File: config.mk
export PLATFORM = sky130hd
export DESIGN_NAME = guild_mul_pipe
export DESIGN_NICKNAME = d
export VERILOG_FILES = /design/src/rtl/gmul_pkg.sv /design/src/rtl/gmul_level.sv /design/src/rtl/gmul_rank.sv /design/src/rtl/guild_mul_pipe.sv
export SDC_FILE = /design/constraint.sdc
export NUM_CORES = 1
export LEC_CHECK = 0
export BUFFER_PORTS_ARGS = -buffer_cell sky130_fd_sc_hd__buf_2
export CAP_MARGIN = 20
export CORE_MARGIN = 4
export CORE_UTILIZATION = 55
export CTS_BUF_LIST = sky130_fd_sc_hd__clkbuf_4 sky130_fd_sc_hd__clkbuf_8 sky130_fd_sc_hd__clkbuf_16
export DETAILED_ROUTE_END_ITERATION = 7
export PLACE_DENSITY_LB_ADDON = 0.3
export SYNTH_ARGS = -nofsm -noshare
export SYNTH_HDL_FRONTEND = slang
export SYNTH_SLANG_ARGS = --single-unit
File: constraint.sdc
create_clock -name clk -period 1.2 [get_ports clk]
set_input_delay 0.18 -clock clk [delete_from_list [all_inputs] [get_ports clk]]
set_output_delay 0.18 -clock clk [all_outputs]
set_load 0.005 [all_outputs]
File: src/rtl/gmul_pkg.sv
package gmul_pkg;

  // Number of cell levels from operand rank to product: N rows plus N-1 ripple cells.
  function automatic int gm_levels(input int n);
    return 2 * n - 1;
  endfunction

  // Total clock cycles from input sample to product.
  function automatic int gm_latency(input int n, input int stage_cells);
    return (gm_levels(n) + stage_cells - 1) / stage_cells + 1;
  endfunction

  // True when a register rank follows cell level lvl.
  function automatic bit gm_rank_after(input int lvl, input int n, input int stage_cells);
    return ((lvl % stage_cells) == 0) || (lvl == gm_levels(n));
  endfunction

endpackage

File: src/rtl/gmul_level.sv
// One cell level of the array. Levels 1..N are carry-save rows of N cells each.
// Levels N+1..2N-1 are the closing ripple cells, one bit position per level.
module gmul_level #(
  parameter int N   = 7,
  parameter int LVL = 1
) (
  input  logic [N-1:0]   x_a,
  input  logic [N-1:0]   x_b,
  input  logic [2*N-1:0] x_s,
  input  logic [2*N-1:0] x_c,
  input  logic           x_rc,
  output logic [N-1:0]   y_a,
  output logic [N-1:0]   y_b,
  output logic [2*N-1:0] y_s,
  output logic [2*N-1:0] y_c,
  output logic           y_rc
);

  assign y_a = x_a;
  assign y_b = x_b;

  generate
    if (LVL <= N) begin : g_row
      localparam int ROW = LVL - 1;
      always_comb begin
        logic [1:0] t;
        y_s  = x_s;
        y_c  = '0;
        y_rc = x_rc;
        for (int j = 0; j < N; j++) begin
          t = 2'(x_a[j] & x_b[ROW]) + 2'(x_s[ROW + j]) + 2'(x_c[ROW + j]);
          y_s[ROW + j]     = t[0];
          y_c[ROW + j + 1] = t[1];
        end
      end
    end else begin : g_ripple
      localparam int K   = LVL - N;
      localparam int POS = N - 1 + K;
      always_comb begin
        logic [1:0] t;
        y_s  = x_s;
        y_c  = x_c;
        t    = 2'(x_s[POS]) + 2'(x_c[POS]) + 2'(x_rc);
        y_s[POS] = t[0];
        y_c[POS] = 1'b0;
        y_rc     = t[1];
        if (K == N - 1) begin
          y_s[2*N-1] = x_c[2*N-1] ^ t[1];
          y_c[2*N-1] = 1'b0;
          y_rc       = 1'b0;
        end
      end
    end
  endgenerate

endmodule

File: src/rtl/gmul_rank.sv
// One register rank: data without reset, valid cleared by synchronous reset.
module gmul_rank #(
  parameter int W = 8
) (
  input  logic         clk,
  input  logic         rst,
  input  logic         d_valid,
  input  logic [W-1:0] d,
  output logic         q_valid,
  output logic [W-1:0] q
);

  always_ff @(posedge clk) begin
    if (rst) q_valid <= 1'b0;
    else     q_valid <= d_valid;
  end

  always_ff @(posedge clk) begin
    q <= d;
  end

endmodule

File: src/rtl/guild_mul_pipe.sv
module guild_mul_pipe
  import gmul_pkg::*;
#(
  parameter int N           = 7,
  parameter int STAGE_CELLS = 1
) (
  input  logic           clk,
  input  logic           rst,
  input  logic           in_valid,
  input  logic [N-1:0]   in_a,
  input  logic [N-1:0]   in_b,
  output logic           out_valid,
  output logic [2*N-1:0] out_prod
);

  localparam int LEVELS = gm_levels(N);
  localparam int SW     = 6 * N + 1;

  logic [N-1:0]   a_w  [0:LEVELS];
  logic [N-1:0]   b_w  [0:LEVELS];
  logic [2*N-1:0] s_w  [0:LEVELS];
  logic [2*N-1:0] c_w  [0:LEVELS];
  logic           rc_w [0:LEVELS];
  logic           v_w  [0:LEVELS];

  logic [2*N-1:0] in_q;

  gmul_rank #(.W(2 * N)) u_in_rank (
    .clk     (clk),
    .rst     (rst),
    .d_valid (in_valid),
    .d       ({in_a, in_b}),
    .q_valid (v_w[0]),
    .q       (in_q)
  );

  assign a_w[0]  = in_q[2*N-1:N];
  assign b_w[0]  = in_q[N-1:0];
  assign s_w[0]  = '0;
  assign c_w[0]  = '0;
  assign rc_w[0] = 1'b0;

  generate
    for (genvar k = 1; k <= LEVELS; k++) begin : g_lvl
      logic [N-1:0]   la, lb;
      logic [2*N-1:0] ls, lc;
      logic           lrc;

      gmul_level #(.N(N), .LVL(k)) u_level (
        .x_a  (a_w[k-1]),
        .x_b  (b_w[k-1]),
        .x_s  (s_w[k-1]),
        .x_c  (c_w[k-1]),
        .x_rc (rc_w[k-1]),
        .y_a  (la),
        .y_b  (lb),
        .y_s  (ls),
        .y_c  (lc),
        .y_rc (lrc)
      );

      if (gm_rank_after(k, N, STAGE_CELLS)) begin : g_reg
        logic [SW-1:0] pq;
        gmul_rank #(.W(SW)) u_rank (
          .clk     (clk),
          .rst     (rst),
          .d_valid (v_w[k-1]),
          .d       ({la, lb, ls, lc, lrc}),
          .q_valid (v_w[k]),
          .q       (pq)
        );
        assign {a_w[k], b_w[k], s_w[k], c_w[k], rc_w[k]} = pq;
      end else begin : g_wire
        assign a_w[k]  = la;
        assign b_w[k]  = lb;
        assign s_w[k]  = ls;
        assign c_w[k]  = lc;
        assign rc_w[k] = lrc;
        assign v_w[k]  = v_w[k-1];
      end
    end
  endgenerate

  assign out_valid = v_w[LEVELS];
  assign out_prod  = s_w[LEVELS];

endmodule

# After elaboration in Yosys (flattened, before gate mapping)
# Cells that the tools add are included.
# op_classes
n_addsub	89
n_shift	0
magnitude_cmp	0
muxes	0
div_mod_pow	0
bitwise	50
mul	0
eq_ne	0
reduce_logical	0
# ops
cell	n
2-bit by 1-bit adder with 2-bit output	82
1-bit AND	49
1-bit by 1-bit adder with 2-bit output	7
1-bit XOR	1
# word_totals
ff_bits	335
rom_bits	0
n_memories	0
mem_bits_rw	0
out_inout_bits	15
latch_bits	0

# Longest topological paths before layout
# depth
depth_word	3
mapped_depth	3

# Cells and area by module
# From an unflattened synthesis, not the netlist that was laid out.
# unflattened
cells_unflattened	1197
area_unflattened_um2	16871.2
# by_module_without_submodules
mod	seq_area_each_um2	area_each_um2	cells_per_inst	n_inst
gmul_rank at g_lvl[10].g_reg.u_rank ...	880.8	894.6	45	13
gmul_level at g_lvl[1].u_level ...	0.0	417.9	48	7
gmul_level at g_lvl[10].u_level ...	0.0	331.6	43	5
gmul_level at g_lvl[13].u_level	0.0	340.3	44	1
gmul_rank at u_in_rank	300.3	314.1	16	1
guild_mul_pipe	0.0	3.8	1	1

# Least setup slack after synthesis
# Ideal clock, no wire load.
# synth_timing
kind	register -> register
startpoint	register g_lvl[3].g_reg.u_rank.q[32]
endpoint	register g_lvl[4].g_reg.u_rank.q[18]
required_time_ps	1090
arrival_time_ps	942
slack_ps	149
setup_ps	110
period_less_slack_ps	1051
path_buffers	0
stages_incl_launch_ff	4
cell_sequence	dfxtp_1 nand2_1 fa_1 inv_1
# synth_via
elab_chain_cells	3
# synth_rtl
element	line_no	source
start: declaration	gmul_rank.sv:10	output logic [W-1:0] q
start signal: assignment	gmul_rank.sv:19	q <= d;
1-bit AND	gmul_level.sv:31	t = 2'(x_a[j] & x_b[ROW]) + 2'(x_s[ROW + j]) + 2'(x_c[ROW + j]);
2-bit by 1-bit adder with 2-bit output (2 in series)	gmul_level.sv:31	
via g_lvl[4].g_reg.u_rank.d[18]	gmul_rank.sv:8	input logic [W-1:0] d,
end signal: assignment	gmul_rank.sv:19	
end: declaration	gmul_rank.sv:10	
# The timed path passes the listed nets, and every way through them passes these cells.
# A chain may end at the register's enable or synchronous reset.

# Worst setup path in the final report
# layout_timing
startpoint	register g_lvl[13].g_reg.u_rank.q[17]
endpoint	output port out_prod[2]
# layout_lines
element	line_no	source
start: declaration	gmul_rank.sv:10	
start signal: assignment	gmul_rank.sv:19	
end: declaration	guild_mul_pipe.sv:13	output logic [2*N-1:0] out_prod
# No word-level cell between the ends.

==> results.tsv <==
stage	metric	value	unit
outcome	status	finished, final reports clean	
timing	Tightest Pin Transition	0.292	ns
logic_synthesis	proportion of synthesized chip area in sequential cells	0.815	
cts	Bufs on Longest Clock Path	3	
layout	Diodes inserted	0	
critical_path	required time of the critical path	1.02	ns
drt	total via count after detailed routing	2889	
logic_synthesis	arithmetic-cell share of the synthesized area counting full adders, half adders and majority gates	0.108	
layout	fill cell count	889	
place	Detail Placement HPWL	4.27	mm
logic_synthesis	net count of the mapped netlist	501	
cts	clock buffers created by TritonCTS	26	
flow_run	number of max-cap violations	0	
global_route	busiest grt layer	met2	
critical_path	number of buffer and inverter stages on the critical path	1	
layout	fraction of final layout cells sized beyond drive strength 1	0.173	
timing	fmax	917	MHz
die	die extent in y	123	um
global_route	gr ovfl total	0	
power	post-layout total power	21100	uW
cts	clock root buffer	sky130_fd_sc_hd__clkbuf_16	
critical_path	maximum fanout count along the critical path	1	
timing	unrepaired setup endpoints after global routing	false	
logic_synthesis	Post-Synthesis Cells	442	
critical_path	CP startpoint	g_lvl[13].g_reg.u_rank.q[17]	
layout	combined area of the multi-input logic cells	1190	um2
global_route	met1 Resource Use GR	0.105	
layout	Synth-to-Final Area Change	19.0	%
critical_path	class of the most critical setup path	reg -> out	
layout	final-stage net count	574	
global_route	wire length of the first global-routing pass	12.2	mm
timing	clock period minus worst slack	1.09	ns
layout	leading cell types in the layout, fill and taps excluded	sky130_fd_sc_hd__dfxtp_1, sky130_fd_sc_hd__inv_1, sky130_fd_sc_hd__and2_1	
global_route	met2 track utilization from global routing	0.179	
drt	# DRC	0	
place	count of port buffers added during placement	31	
cts	CTS H-Tree Depth	1	
timing	final worst slack	0.109	ns
timing	Setup Total Neg Slack	0	ns
timing	Final Max Slew Viols	0	
layout	area taken by flip-flops and latches	5930	um2
die	core area	12800	um2
power	power per standard cell area	2440	nW/um2
die	horizontal extent of the die	123	um
logic_synthesis	number of warning messages in the yosys log	0	
worst_hold_path	Hold Crit Start	rst	
logic_synthesis	Seq cells post-synth	296	
critical_path	Worst setup EP type	primary output	
die	DIE AREA	15100	um2
logic_synthesis	simple-gate share of the synthesized area	0.0547	
critical_path	arrival time reported for the critical path endpoint	0.91	ns
critical_path	slowest stage delay, CP	0.30	ns
logic_synthesis	Syn Std Cell Area	7270	um2
drt	Routed WL per cell	9.35	um
die	standard-cell row count	41	
timing	final-report hold violation count	0	
place	Placement Setup Slack	0.0228	ns
drt	Initial DRC Count	101	
drt	number of nets still failing antenna checks after routing	0	
timing	Period Utilization, post-route	0.909	
critical_path	sort of element at the start of the critical path	flop	
drt	final WL	6.60	mm
global_route	Tot GR Track Use	0.0998	
critical_path	crit path max-delay cell type	sky130_fd_sc_hd__dfxtp_1	
logic_synthesis	Post-Synth XOR/XNOR Area	0	
logic_synthesis	mux contribution to synthesized area	0	
drt	detailed-routing iteration count for the pre-antenna-repair pass	4	
logic_synthesis	count of distinct cell types in the synthesized netlist	10	
global_route	number of global-route vias before repair	3008	
cts	clock insertion delay at the later pin of the skew report	0.50	ns
timing	clock tree skew after final layout	0.00774	ns
global_route	number of antenna violations at the first check in global routing	0	
global_route	met3 layer usage reported by global route	0.0320	
die	Top-Level Pins	32	
worst_hold_path	classification of the worst-slack hold path	in -> reg	
timing	worst slew margin relative to its limit	0.805	
timing	setup-violating endpoint count in the final report	0	
logic_synthesis	largest family of logic cells by synthesized area	adder cells	
die	effective utilization at floorplan	0.569	
logic_synthesis	Mapped Avg Cell Area	16.5	um2
cts	# clock sinks	296	
cts	number of buffers inserted to repair setup after CTS	0	
global_route	pin count of the biggest net entering global routing	16	
cts	CTS tree	built	
critical_path	Cell Chain, Critical Path	buf_2	
drt	Via-to-Cell Ratio	4.10	
logic_synthesis	synthesized-area fraction occupied by ao, oa, aoi and oai cells	0	
critical_path	kind of cell adding the most delay to the critical path	flip-flops	
layout	most common cell after layout, fill and taps aside	sky130_fd_sc_hd__dfxtp_1	
cts	Reg clk slew, reported paths	0.06	ns
place	final RePlAce weighted congestion	0.692	
power	LEAKAGE	0.00383	uW
critical_path	RR Startpoint	g_lvl[3].g_reg.u_rank.q[32]	
power	maximum resistive drop on vdd	1.35	mV
==> cell type report <==
cell class,count,area share
Clock buffer,40,0.0937
Clock inverter,6,0.00636
Inverter,40,0.0173
Multi-Input combinational cell,105,0.137
Sequential cell,296,0.685
Tap cell,172,0.0249
Timing Repair Buffer,46,0.0353
==> logic make-up after synthesis <==
kind of cell,after synthesis
buffers and inverters,41
adder cells (fa/ha/maj),42
AND/OR/NAND/NOR,63
flip-flops,296
==> per-stage QoR <==
stage / hold WS [ns] / instance area (um2) / std cells / utilization
6_report: 0.0315 / 8650 / 705 / 0.678
5_1_grt: 0.0265 / 8650 / 705 / 0.678
4_1_cts: 0.00635 / 8650 / 705 / 0.677
3_5_place_dp: 0.284 / 7630 / 644 / 0.598
3_3_place_gp: 0.283 / 7630 / 644 / 0.598
2_1_floorplan: 0.208 / 7270 / 442 / -
==> report_power, final <==
group          internal, uW  leakage (uW)  switching (uW)
registers             11700       0.00248             517
clock network          4850      0.000442            3110
logic                   474      0.000913             418
==> timing repair <==
action	4_1_cts	5_1_grt
endpoints found under the hold margin	15	0
setup endpoints to repair	0	15
hold buffers	15	0
resized for setup	0	5
==> synthesized netlist by cell type, drive strengths merged <==
library cell  instances  share of area
nand2                10         0.0052
buf                   1         0.0015
ha                    7          0.012
and2                 39          0.034
and2b                 3         0.0031
dfxtp               296           0.81
nor2b                11          0.013
fa                   35          0.096
inv                  40          0.021
==> state kept, by name, summed over array words and instances, names as in the netlist <==
signal	count
u_in_rank.q	14
u_in_rank.q_valid	1
g_lvl.g_reg.u_rank.q	268
g_lvl.g_reg.u_rank.q_valid	13
==> metal layers <==
layer | up-vias | wire (um) | part of all wire
li1 | 1469 | - | -
met1 | 1343 | 2520 | 0.38
met2 | 54 | 3470 | 0.53
met3 | 23 | 395 | 0.060
met4 | 0 | 212 | 0.032
met5 | - | 0 | 0
==> worst paths after layout <==
check                                                     end  depth (start not counted)  slack, ns
worst min register to register    g_lvl[6].g_reg.u_rank.q[18]                          0       0.32
worst max register to register    g_lvl[4].g_reg.u_rank.q[18]                          3       0.12
worst max-delay path                              out_prod[2]                          1       0.11
worst min-delay path            g_lvl[7].g_reg.u_rank.q_valid                          2       0.03
Note: power is estimated with default switching activity, not from simulation.
